[config.mk]
export PLATFORM = sky130hd
export DESIGN_NAME = rccal_ctrl
export DESIGN_NICKNAME = d
export VERILOG_FILES = /design/src/rtl/rccal_pkg.sv /design/src/rtl/rccal_seq.sv /design/src/rtl/rccal_ramp_cnt.sv /design/src/rtl/rccal_code_trk.sv /design/src/rtl/rccal_ctrl.sv
export SDC_FILE = /design/constraint.sdc
export NUM_CORES = 1
export LEC_CHECK = 0
export ABC_AREA = 1
export BUFFER_PORTS_ARGS = -buffer_cell sky130_fd_sc_hd__buf_4
export CAP_MARGIN = 20
export CORE_MARGIN = 2
export CORE_UTILIZATION = 35
export CTS_CLUSTER_SIZE = 14
export DETAILED_ROUTE_END_ITERATION = 16
export REMOVE_ABC_BUFFERS = 1
export SLEW_MARGIN = 20
export SYNTH_ARGS = -nofsm -noshare
export SYNTH_HDL_FRONTEND = slang
export SYNTH_SLANG_ARGS = --single-unit
export TNS_END_PERCENT = 1
[constraint.sdc]
create_clock -name clk_ref -period 2.5 [get_ports clk_ref]
set_input_delay 0.625 -clock clk_ref [delete_from_list [all_inputs] [get_ports clk_ref]]
set_output_delay 0.625 -clock clk_ref [all_outputs]
set_load 0.005 [all_outputs]
[src/rtl/rccal_pkg.sv]
package rccal_pkg;

  typedef enum logic [1:0] {
    PH_HOLD = 2'd0,
    PH_RAMP = 2'd1,
    PH_LOAD = 2'd2,
    PH_OFF  = 2'd3
  } cal_phase_e;

  // Difference of two unsigned values, clipped to [0, ceiling].
  function automatic logic [15:0] clamp_diff(input logic [15:0] minuend,
                                             input logic [15:0] subtr,
                                             input logic [15:0] ceiling);
    logic [15:0] diff;
    if (subtr >= minuend) return 16'd0;
    diff = minuend - subtr;
    if (diff > ceiling) return ceiling;
    return diff;
  endfunction

endpackage

[src/rtl/rccal_seq.sv]
module rccal_seq
  import rccal_pkg::*;
#(
  parameter int HOLD_CYC = 16
) (
  input  logic       clk,
  input  logic       rst_n,
  input  logic       start,
  input  logic       ramp_end,
  input  logic       finish_now,
  output cal_phase_e phase,
  output logic       restart,
  output logic       load_stb
);
  localparam int TW = $clog2(HOLD_CYC + 1);
  localparam logic [TW-1:0] HOLD_LAST = TW'(HOLD_CYC - 1);

  logic [TW-1:0] hold_tmr;

  assign restart  = start && (phase != PH_OFF);
  assign load_stb = (phase == PH_LOAD) && !restart;

  always_ff @(posedge clk or negedge rst_n) begin
    if (!rst_n) begin
      phase    <= PH_HOLD;
      hold_tmr <= '0;
    end else if (restart) begin
      phase    <= PH_HOLD;
      hold_tmr <= '0;
    end else begin
      case (phase)
        PH_HOLD: begin
          if (hold_tmr == HOLD_LAST) begin
            phase    <= PH_RAMP;
            hold_tmr <= '0;
          end else begin
            hold_tmr <= hold_tmr + 1'b1;
          end
        end
        PH_RAMP: if (ramp_end) phase <= PH_LOAD;
        PH_LOAD: phase <= finish_now ? PH_OFF : PH_HOLD;
        default: phase <= PH_OFF;
      endcase
    end
  end

  assert_done_sticky_R6: assert property (@(posedge clk) disable iff (!rst_n)
    (phase == PH_OFF) |=> (phase == PH_OFF));

  assert_hold_length_R2: assert property (@(posedge clk) disable iff (!rst_n)
    (phase == PH_RAMP && $past(phase) == PH_HOLD) |-> ($past(hold_tmr) == HOLD_LAST));

  assert_restart_hold_R7: assert property (@(posedge clk) disable iff (!rst_n)
    (start && phase != PH_OFF) |=> (phase == PH_HOLD && hold_tmr == '0));

endmodule

[src/rtl/rccal_ramp_cnt.sv]
module rccal_ramp_cnt #(
  parameter int CNT_W = 6
) (
  input  logic             clk,
  input  logic             rst_n,
  input  logic             run,
  input  logic             clr,
  input  logic             comp_flag,
  output logic [CNT_W-1:0] cnt,
  output logic             ramp_end
);
  localparam logic [CNT_W-1:0] CNT_MAX = {CNT_W{1'b1}};

  logic at_max;
  assign at_max   = (cnt == CNT_MAX);
  assign ramp_end = run && (comp_flag || at_max);

  always_ff @(posedge clk or negedge rst_n) begin
    if (!rst_n)                cnt <= '0;
    else if (clr)              cnt <= '0;
    else if (run && !ramp_end) cnt <= cnt + 1'b1;
  end

  assert_cnt_step_R3: assert property (@(posedge clk) disable iff (!rst_n)
    (run && !clr && !comp_flag && !at_max) |=> (cnt == CNT_W'($past(cnt) + 1'b1)));

  assert_cnt_freeze_R3: assert property (@(posedge clk) disable iff (!rst_n)
    (run && !clr && comp_flag) |=> $stable(cnt));

endmodule

[src/rtl/rccal_code_trk.sv]
module rccal_code_trk
  import rccal_pkg::*;
#(
  parameter int CODE_W = 5,
  parameter int BW_W   = 7,
  parameter int CNT_W  = 6,
  parameter int NEED_W = 3
) (
  input  logic              clk,
  input  logic              rst_n,
  input  logic              clear,
  input  logic              load_stb,
  input  logic [BW_W-1:0]   bw_code,
  input  logic [CNT_W-1:0]  ramp_cnt,
  input  logic [NEED_W-1:0] stable_need,
  output logic [CODE_W-1:0] cap_code,
  output logic              finish_now
);
  localparam logic [CODE_W-1:0] CODE_INIT = CODE_W'(1 << (CODE_W - 1));
  localparam int CODE_MAX = (1 << CODE_W) - 1;

  logic [CODE_W-1:0] new_code;
  logic [NEED_W-1:0] same_run;
  logic [NEED_W-1:0] need_eff;
  logic [NEED_W:0]   run_inc;
  logic [NEED_W-1:0] run_next;
  logic              same;

  assign new_code   = CODE_W'(clamp_diff(16'(bw_code), 16'(ramp_cnt), 16'(CODE_MAX)));
  assign need_eff   = (stable_need == '0) ? NEED_W'(1) : stable_need;
  assign same       = (new_code == cap_code);
  assign run_inc    = {1'b0, same_run} + 1'b1;
  assign run_next   = run_inc[NEED_W] ? {NEED_W{1'b1}} : run_inc[NEED_W-1:0];
  assign finish_now = same && (run_inc >= {1'b0, need_eff});

  always_ff @(posedge clk or negedge rst_n) begin
    if (!rst_n) begin
      cap_code <= CODE_INIT;
      same_run <= '0;
    end else if (clear) begin
      cap_code <= CODE_INIT;
      same_run <= '0;
    end else if (load_stb) begin
      cap_code <= new_code;
      same_run <= same ? run_next : '0;
    end
  end

  assert_code_hold_R4: assert property (@(posedge clk) disable iff (!rst_n)
    !(clear || load_stb) |=> $stable(cap_code));

  assert_clip_low_R4: assert property (@(posedge clk) disable iff (!rst_n)
    (load_stb && !clear && {1'b0, bw_code} < (BW_W+1)'(ramp_cnt)) |=> (cap_code == '0));

  assert_finish_same_R5: assert property (@(posedge clk) disable iff (!rst_n)
    (load_stb && !clear && finish_now) |=> $stable(cap_code));

endmodule

[src/rtl/rccal_ctrl.sv]
module rccal_ctrl
  import rccal_pkg::*;
#(
  parameter int CNT_W    = 6,
  parameter int CODE_W   = 5,
  parameter int BW_W     = 7,
  parameter int NEED_W   = 3,
  parameter int HOLD_CYC = 16
) (
  input  logic              clk_ref,
  input  logic              rst_n,
  input  logic              start,
  input  logic              comp_flag,
  input  logic [BW_W-1:0]   bw_code,
  input  logic [NEED_W-1:0] stable_need,
  output logic              integ_hold,
  output logic              cal_pwr_off,
  output logic              ref_clk_en,
  output logic              cal_done,
  output logic [CODE_W-1:0] cap_code
);
  cal_phase_e       phase;
  logic             restart;
  logic             load_stb;
  logic             ramp_end;
  logic             finish_now;
  logic [CNT_W-1:0] ramp_cnt;

  rccal_seq #(.HOLD_CYC(HOLD_CYC)) u_seq (
    .clk        (clk_ref),
    .rst_n      (rst_n),
    .start      (start),
    .ramp_end   (ramp_end),
    .finish_now (finish_now),
    .phase      (phase),
    .restart    (restart),
    .load_stb   (load_stb)
  );

  rccal_ramp_cnt #(.CNT_W(CNT_W)) u_cnt (
    .clk       (clk_ref),
    .rst_n     (rst_n),
    .run       (phase == PH_RAMP),
    .clr       (phase == PH_HOLD),
    .comp_flag (comp_flag),
    .cnt       (ramp_cnt),
    .ramp_end  (ramp_end)
  );

  rccal_code_trk #(
    .CODE_W (CODE_W),
    .BW_W   (BW_W),
    .CNT_W  (CNT_W),
    .NEED_W (NEED_W)
  ) u_code (
    .clk         (clk_ref),
    .rst_n       (rst_n),
    .clear       (restart),
    .load_stb    (load_stb),
    .bw_code     (bw_code),
    .ramp_cnt    (ramp_cnt),
    .stable_need (stable_need),
    .cap_code    (cap_code),
    .finish_now  (finish_now)
  );

  assign integ_hold  = (phase != PH_RAMP);
  assign cal_done    = (phase == PH_OFF);
  assign cal_pwr_off = cal_done;
  assign ref_clk_en  = !cal_done;

  assert_done_after_load_R5: assert property (@(posedge clk_ref) disable iff (!rst_n)
    $rose(cal_done) |-> $past(load_stb));

  assert_start_ignored_R8: assert property (@(posedge clk_ref) disable iff (!rst_n)
    (cal_done && start) |=> (cal_done && $stable(cap_code)));

endmodule

==> metrics.txt, run 1 <==
status completed; core area 4350 um2; Seq pwr share 39.7%; final setup fails 0; Synth Area in Compound Gates 11.6%; Leak 1.03 nW; hold crit path type in2async; Layout Cells excl Fill 305; CP endpoint kind flop; chip height 71.2 um; adder-cell share of the synthesized area 10.8%; synth top area cells dfrtp_1 32%, nand2_1 12%, inv_1 10%; Worst Path Buf+Inv 3; count of input and output buffers 22; nets@finish 281; Worst Path Max Fanout 5; crit share post-route 96.2%; Clk pin slew, worst setup/hold paths 0.08 ns; Final min period 2.41 ns; post-synthesis cell area 1580 um2; top_reg_cell synth dfrtp_1; DRC viols 0; Worst path most repeated cell nand2_1; biggest area consumer among synthesized cells dfrtp_1; Root Driver clkbuf_8; Critical Path Source Type input pin; #FFs+latches synth 21; die area 5070 um2; Post-Syn Area per Cell 7.32 um2; FMAX 0.416 GHz; n_diodes 0; CTS H-tree depth 1; grt ovf 0; IO Count 23; Post-Synth XOR/XNOR Area 4.91%; Async SR Flop Fraction 100%; setup TNS 0 ns; Synth top area share 31.7%; Cell variety after synth 30; fraction of layout cells with a size suffix above 1 27.7%; Final ANT Viol Nets 0; Syn-to-layout area delta 27.2%; FP Rows 24; count leader, synth nand2_1; GRT Overall Usage 14.4%; vias per cell 4.68; synth cell count leaders 51 x nand2_1, 42 x inv_1, 20 x dfrtp_1; Clock Sinks 21; largest net degree at the start of global routing 22; switching part of the total 36.5%; Post-synth EDFFs 0; initial antenna violation count 0; Initial Util 36.3%; Critical Path AT 2.60 ns; worst-margin pin slew 0.522 ns; PD cells 538 nW/um2; dpl hpwl 2690 um; Relative slew margins 65.1%; Sw Pwr 0.395 mW; mux contribution to synthesized area 0%; Max VDD drop 303 uV; Final Util 46.2%; highest-delay cell along the critical path fa_2; Vias 1,427; Final Wtd Congestion 0.817; first drt pass iteration count 4; worst hold slack 0.237 ns; Hold Buf Count CTS 0; Final Total Pwr 1.08 mW; Top Family by Delay on Critical Path simple AND/OR/NAND/NOR gates; MaxCap Viol Count 0; WL per Instance 10.9 um; combinational share of power 39.8%; detailed router's first-iteration violation count 70; vias in the first global route 1,372; CP Class in2reg; Simple-Gate Fraction of Synth Area 28.0%; final WL 3330 um; first-pass GRT wire length 5930 um; Internal 0.687 mW; Clock Latency Late Sink 0.26 ns; TritonCTS clock tree yes; Slew Viols, Final 0; Layout Skew 0.00522 ns; Mapped Cells 216; final hold vios 0; unrepaired setup endpoints after global routing yes; # placed instances 298; CP Cell Sequence buf_6, inv_4, ha_4, inv_4, fa_2, nand2_1, nand2_1, nand3_2, nand2_1, nand2_1, nand3_2, nor2_4, nand2_1, nand2_2, xor2_2, nand4_1, nand2_1, nand2_1, nand2_1; Synthesis Warnings 0; largest family of logic cells by synthesized area simple AND/OR/NAND/NOR gates; crit-path max cell delay 0.37 ns; clock buffer depth 2; register area share after synthesis 33.3%; clock power share 20.5%; Die W 71.2 um; CTS Buf Count 3; CP required 2.70 ns
cell usage in the layout, fill, tap and decap left out, drive strengths merged:
cell type  instances
a211oi             2
a21oi              5
a22oi              1
a32o               1
buf               35
clkbuf             4
dfrtp             20
dfstp              1
fa                 1
ha                12
inv               43
nand2             55
nand3             15
nand4              3
nor2              18
nor3               6
nor4               1
o21ai             10
o21bai             1
o22ai              8
o31a               1
o32ai              1
or2                1
xnor2              2
xor2               6
power groups by stage:
stage               Sequential [mW]  Combinational [mW]  Clock (mW)
floorplan                     0.423               0.248           0
global placement              0.433               0.389           0
detailed placement            0.433               0.388           0
CTS                           0.426               0.390       0.231
global route                  0.438               0.495       0.249
finish                        0.430               0.430       0.222
logic make-up (layout without fill, tap and decap cells):
kind of cell | Yosys count | count (layout)
and+or+nand+nor | 99 | 99
buffers and inverters | 45 | 82
AOI/OAI and AO/OA | 30 | 30
DFF | 21 | 21
adders and majority gates | 13 | 13
xor gates and xnor gates | 8 | 8
final cells by class:
class | instances | area [um2]
clock buffers | 4 | 45.0
well taps | 52 | 65.1
flip-flops and latches | 21 | 528
repair buffers | 35 | 267
fillers | 440 | 2340
inverters | 43 | 166
multi-input cells | 150 | 940
flip-flops by register name, indices dropped and copies added, names as in the netlist:
name / flops
u_cnt.cnt: 6
u_code.cap_code: 5
u_code.same_run: 3
u_seq.hold_tmr: 5
u_seq.phase: 2
metal layers:
| layer | GRT usage [%] | vias up | routed length, um |
|---|---|---|---|
| li1 | - | 767 | - |
| met5 | 0 | - | 0 |
| met2 | 23.0 | 18 | 1540 |
| met3 | 2.71 | 4 | 95 |
| met4 | 6.08 | 0 | 53 |
| met1 | 19.1 | 638 | 1650 |
path summary, 6_finish.rpt:
kind,start,endpoint,slack [ns],cells past startpoint
max in group asynchronous,rst_n,u_code.cap_code[4],1.98,1
worst min-delay path,rst_n,u_seq.hold_tmr[0],0.24,1
min in group clk_ref,u_seq.hold_tmr[4],u_seq.hold_tmr[4],0.52,2
worst max-delay path,bw_code[0],u_seq.phase[0],0.09,19
worst min register to register,u_seq.hold_tmr[4],u_seq.hold_tmr[4],0.52,2
worst max register to register,u_cnt.cnt[0],u_seq.phase[0],0.15,17
metrics by stage:
stage	instance area (um2)	setup slack (ns)
6_report	2010	0.0945
5_1_grt	2010	-0.0832
4_1_cts	1910	0.0715
3_5_place_dp	1870	-0.201
3_3_place_gp	1870	-0.122
2_1_floorplan	1560	0.136
what timing repair did:
item,CTS,global route
buffers inserted,0,3
endpoints found under the setup margin,0,5
gates resized for setup,0,24
Note: power is estimated with default switching activity, not from simulation.
==> run 2: changes to the inputs <==
--- a/config.mk
+++ b/config.mk
@@ -5,13 +5,15 @@
 export SDC_FILE = /design/constraint.sdc
 export NUM_CORES = 1
 export LEC_CHECK = 0
-export ABC_AREA = 1
+export ABC_AREA = 0
 export BUFFER_PORTS_ARGS = -buffer_cell sky130_fd_sc_hd__buf_4
 export CAP_MARGIN = 20
 export CORE_MARGIN = 2
 export CORE_UTILIZATION = 35
+export CTS_BUF_LIST = sky130_fd_sc_hd__clkbuf_4
 export CTS_CLUSTER_SIZE = 14
 export DETAILED_ROUTE_END_ITERATION = 16
+export GPL_TIMING_DRIVEN = 0
 export REMOVE_ABC_BUFFERS = 1
 export SLEW_MARGIN = 20
 export SYNTH_ARGS = -nofsm -noshare
==> metrics.txt, run 2 <==
Critical Path AT 3.04 ns (+0.44 ns); Synth top area share 30.0% (-1.7 points); Final ANT Viol Nets 0 (unchanged); synth cell count leaders 28 x nand2_1, 20 x dfrtp_1, 17 x o21ai_0; n_diodes 0 (unchanged); crit path to u_seq.phase[1]; R2R Path End u_seq.phase[1]; reg2reg start u_cnt.cnt[0]; filler cell count 486 (+10%); Final Util 43.9% (-2.3 points); detailed router's first-iteration violation count 53 (-24%); largest family of logic cells by synthesized area simple AND/OR/NAND/NOR gates; Relative slew margins 70.3% (+5.2 points); R2R cell count 12 (-5); register area 527 um2 (-0.24%); Syn-to-layout area delta 22.5%; Hold Buf Count CTS 0 (unchanged); grt ovf 0 (unchanged); first-pass GRT wire length 5890 um (-0.71%); biggest area consumer among synthesized cells dfrtp_1; setup TNS -1.54 ns (-1.54 ns); Post-Syn Area per Cell 8.07 um2 (+10%); CTS H-tree depth 1 (unchanged); final hold vios 0 (unchanged); Worst Path Max Fanout 3 (-2); chip height 73.1 um (+2.6%); vias in the first global route 1,339 (-2.4%); WL per Instance 12.1 um (+11%); DRC viols 0 (unchanged); CP Class in2reg; worst setup margin -0.344 ns (-0.438 ns); count leader, synth nand2_1; Vias 1,511 (+5.9%); final WL 3490 um (+4.7%); largest net degree at the start of global routing 22 (unchanged); Layout Skew 0.00818 ns (+0.00295 ns); GRT Overall Usage 13.7% (-0.73 points); # placed instances 275 (-7.7%); Layout Cells excl Fill 288 (-5.6%); #FFs+latches synth 21 (unchanged); top_reg_cell synth dfrtp_1; FP Rows 25 (+4.2%); Post-Synth XOR/XNOR Area 2.62% (-2.3 points); post-synthesis cell area 1670 um2 (+5.7%); Clk pin slew, worst setup/hold paths 0.12 ns (+0.04 ns); nets@finish 262 (-6.8%); FMAX 0.352 GHz (-15%); CTS Buf Count 3 (unchanged); pre-CTS setup slack -1.16 ns (-0.960 ns); Clock Sinks 21 (unchanged); max FFs per register 6 (unchanged); Simple-Gate Fraction of Synth Area 26.5% (-1.5 points); Critical Path Source Type input pin; Post-synth EDFFs 0 (unchanged); adder-cell share of the synthesized area 10.2% (-0.58 points); worst-margin pin slew 0.444 ns (-0.0779 ns); Design Area, Final 2050 um2 (+1.7%); footprint of the multi-input gates 1120 um2 (+19%); synth top area cells dfrtp_1 30%, ha_1 9.0%, nand2_1 6.3%; Cell variety after synth 47 (+57%); first drt pass iteration count 4 (unchanged); clock buffer depth 2 (unchanged); most frequent cells in the layout 28 x nand2_1, 28 x buf_4, 20 x dfrtp_1; failing checks negative setup slack; hold crit path type in2async; dpl hpwl 2610 um (-3.0%); TritonCTS clock tree yes; vias per cell 5.25 (+12%); Leak 0.916 nW (-11%); PD cells 581 nW/um2 (+7.9%); Slew Viols, Final 0 (unchanged); Die W 73.1 um (+2.6%); Setup crit start bw_code[0]; CP endpoint kind flop; mux contribution to synthesized area 2.40% (+2.4 points); Synthesis Warnings 0 (unchanged); register area share after synthesis 31.5% (-1.8 points); Cell Area, Placed 1860 um2 (-0.34%); top flop regs u_cnt.cnt: 6 flops, u_code.cap_code: 5 flops, u_seq.hold_tmr: 5 flops; unrepaired setup endpoints after global routing yes; IO Count 23 (unchanged); Clock Latency Late Sink 0.30 ns (+0.04 ns); count of input and output buffers 22 (unchanged); core area 4660 um2 (+7.0%); status complete, but fails checks; MaxCap Viol Count 0 (unchanged); Root Driver clkbuf_4; Async SR Flop Fraction 100% (unchanged); crit share post-route 114% (+18 points); Mapped Cells 207 (-4.2%); Final Wtd Congestion 0.794 (-2.9%); initial antenna violation count 0 (unchanged); final setup fails 5 (+5); Max VDD drop 182 uV (-40%); R2R setup slack -0.29 ns (-0.44 ns); Initial Util 35.8% (-0.45 points); Synth Area in Compound Gates 20.6% (+9.0 points); fraction of layout cells with a size suffix above 1 23.5% (-4.2 points); Final min period 2.84 ns (+0.438 ns); register with the most flip-flops u_cnt.cnt; CP required 2.70 ns (about the same); die area 5340 um2 (+5.4%)
## run 2: cell count changes in the layout (fill, tap and decap cells not counted), sizes merged, moves of 5 or more
cell   change
inv       -27
a21oi      +8
nand2     -27
o21ai      +9
nor2       -5
o22ai      -8
## run 2: cell families after synthesis
| family | Yosys count |
|---|---|
| buffers and inverters | 24 |
| and+or+nand+nor | 86 |
| DFF | 21 |
| AOI/OAI and AO/OA | 54 |
| adders and majority gates | 13 |
| xor gates and xnor gates | 5 |
| muxes | 4 |
## run 2: what timing repair did
action	CTS	global route
pin swaps	13	13
endpoints found under the setup margin	10	6
gates resized for setup	18	4
setup buffers	8	1
## run 2: through the flow
| stage | total power [mW] | hold slack, ns |
|---|---|---|
| after floorplan | 0.793 | 0.329 |
| after global placement | 0.970 | 0.502 |
| after detailed placement | 0.970 | 0.507 |
| after CTS | 1.20 | 0.178 |
| after global routing | 1.30 | 0.177 |
| final | 1.19 | 0.181 |
## run 2: how the worst min path moves through the flow
stage                         end  cells after the start  slack [ns]
2_1_floorplan        u_cnt.cnt[0]                      0        0.33
5_1_grt        u_code.same_run[0]                      1        0.18
4_1_cts            u_seq.phase[0]                      1        0.18
3_3_place_gp    u_seq.hold_tmr[2]                      1        0.50
6_report       u_code.cap_code[0]                      1        0.18
3_5_place_dp    u_seq.hold_tmr[2]                      1        0.51
## run 2: cell type report
class | count | share of cell area, %
clock buffer | 3 | 1.10
sequential | 21 | 25.7
multi-input combinational | 162 | 54.6
tap | 54 | 3.30
inverter | 16 | 3.06
clock inverter | 1 | 0.245
timing repair buffer | 31 | 11.9
## run 2: routing by layer
layer | GRT usage, % | wire length, um | vias up
li1 | - | - | 791
met1 | 19.2 | 1750 | 695
met2 | 21.8 | 1600 | 23
met3 | 3.18 | 120 | 2
met4 | 2.06 | 21 | 0
met5 | 0 | 0 | -
## run 2: critical path, stage by stage
cell and delay, ns:
buf_6 0.10, inv_4 0.05, ha_4 0.13, inv_2 0.03, fa_2 0.34, a21oi_2 0.16, nor2_2 0.06, or3_4 0.40
a21oi_4 0.19, or4_4 0.15, a21oi_2 0.04, or4_4 0.56, nand4_1 0.14, a21boi_1 0.07
## run 2: power by group
part / internal, mW / switching [mW]
clock: 0.0597 / 0.102
combinational: 0.258 / 0.276
sequential: 0.399 / 0.0944
total: 0.716 / 0.472
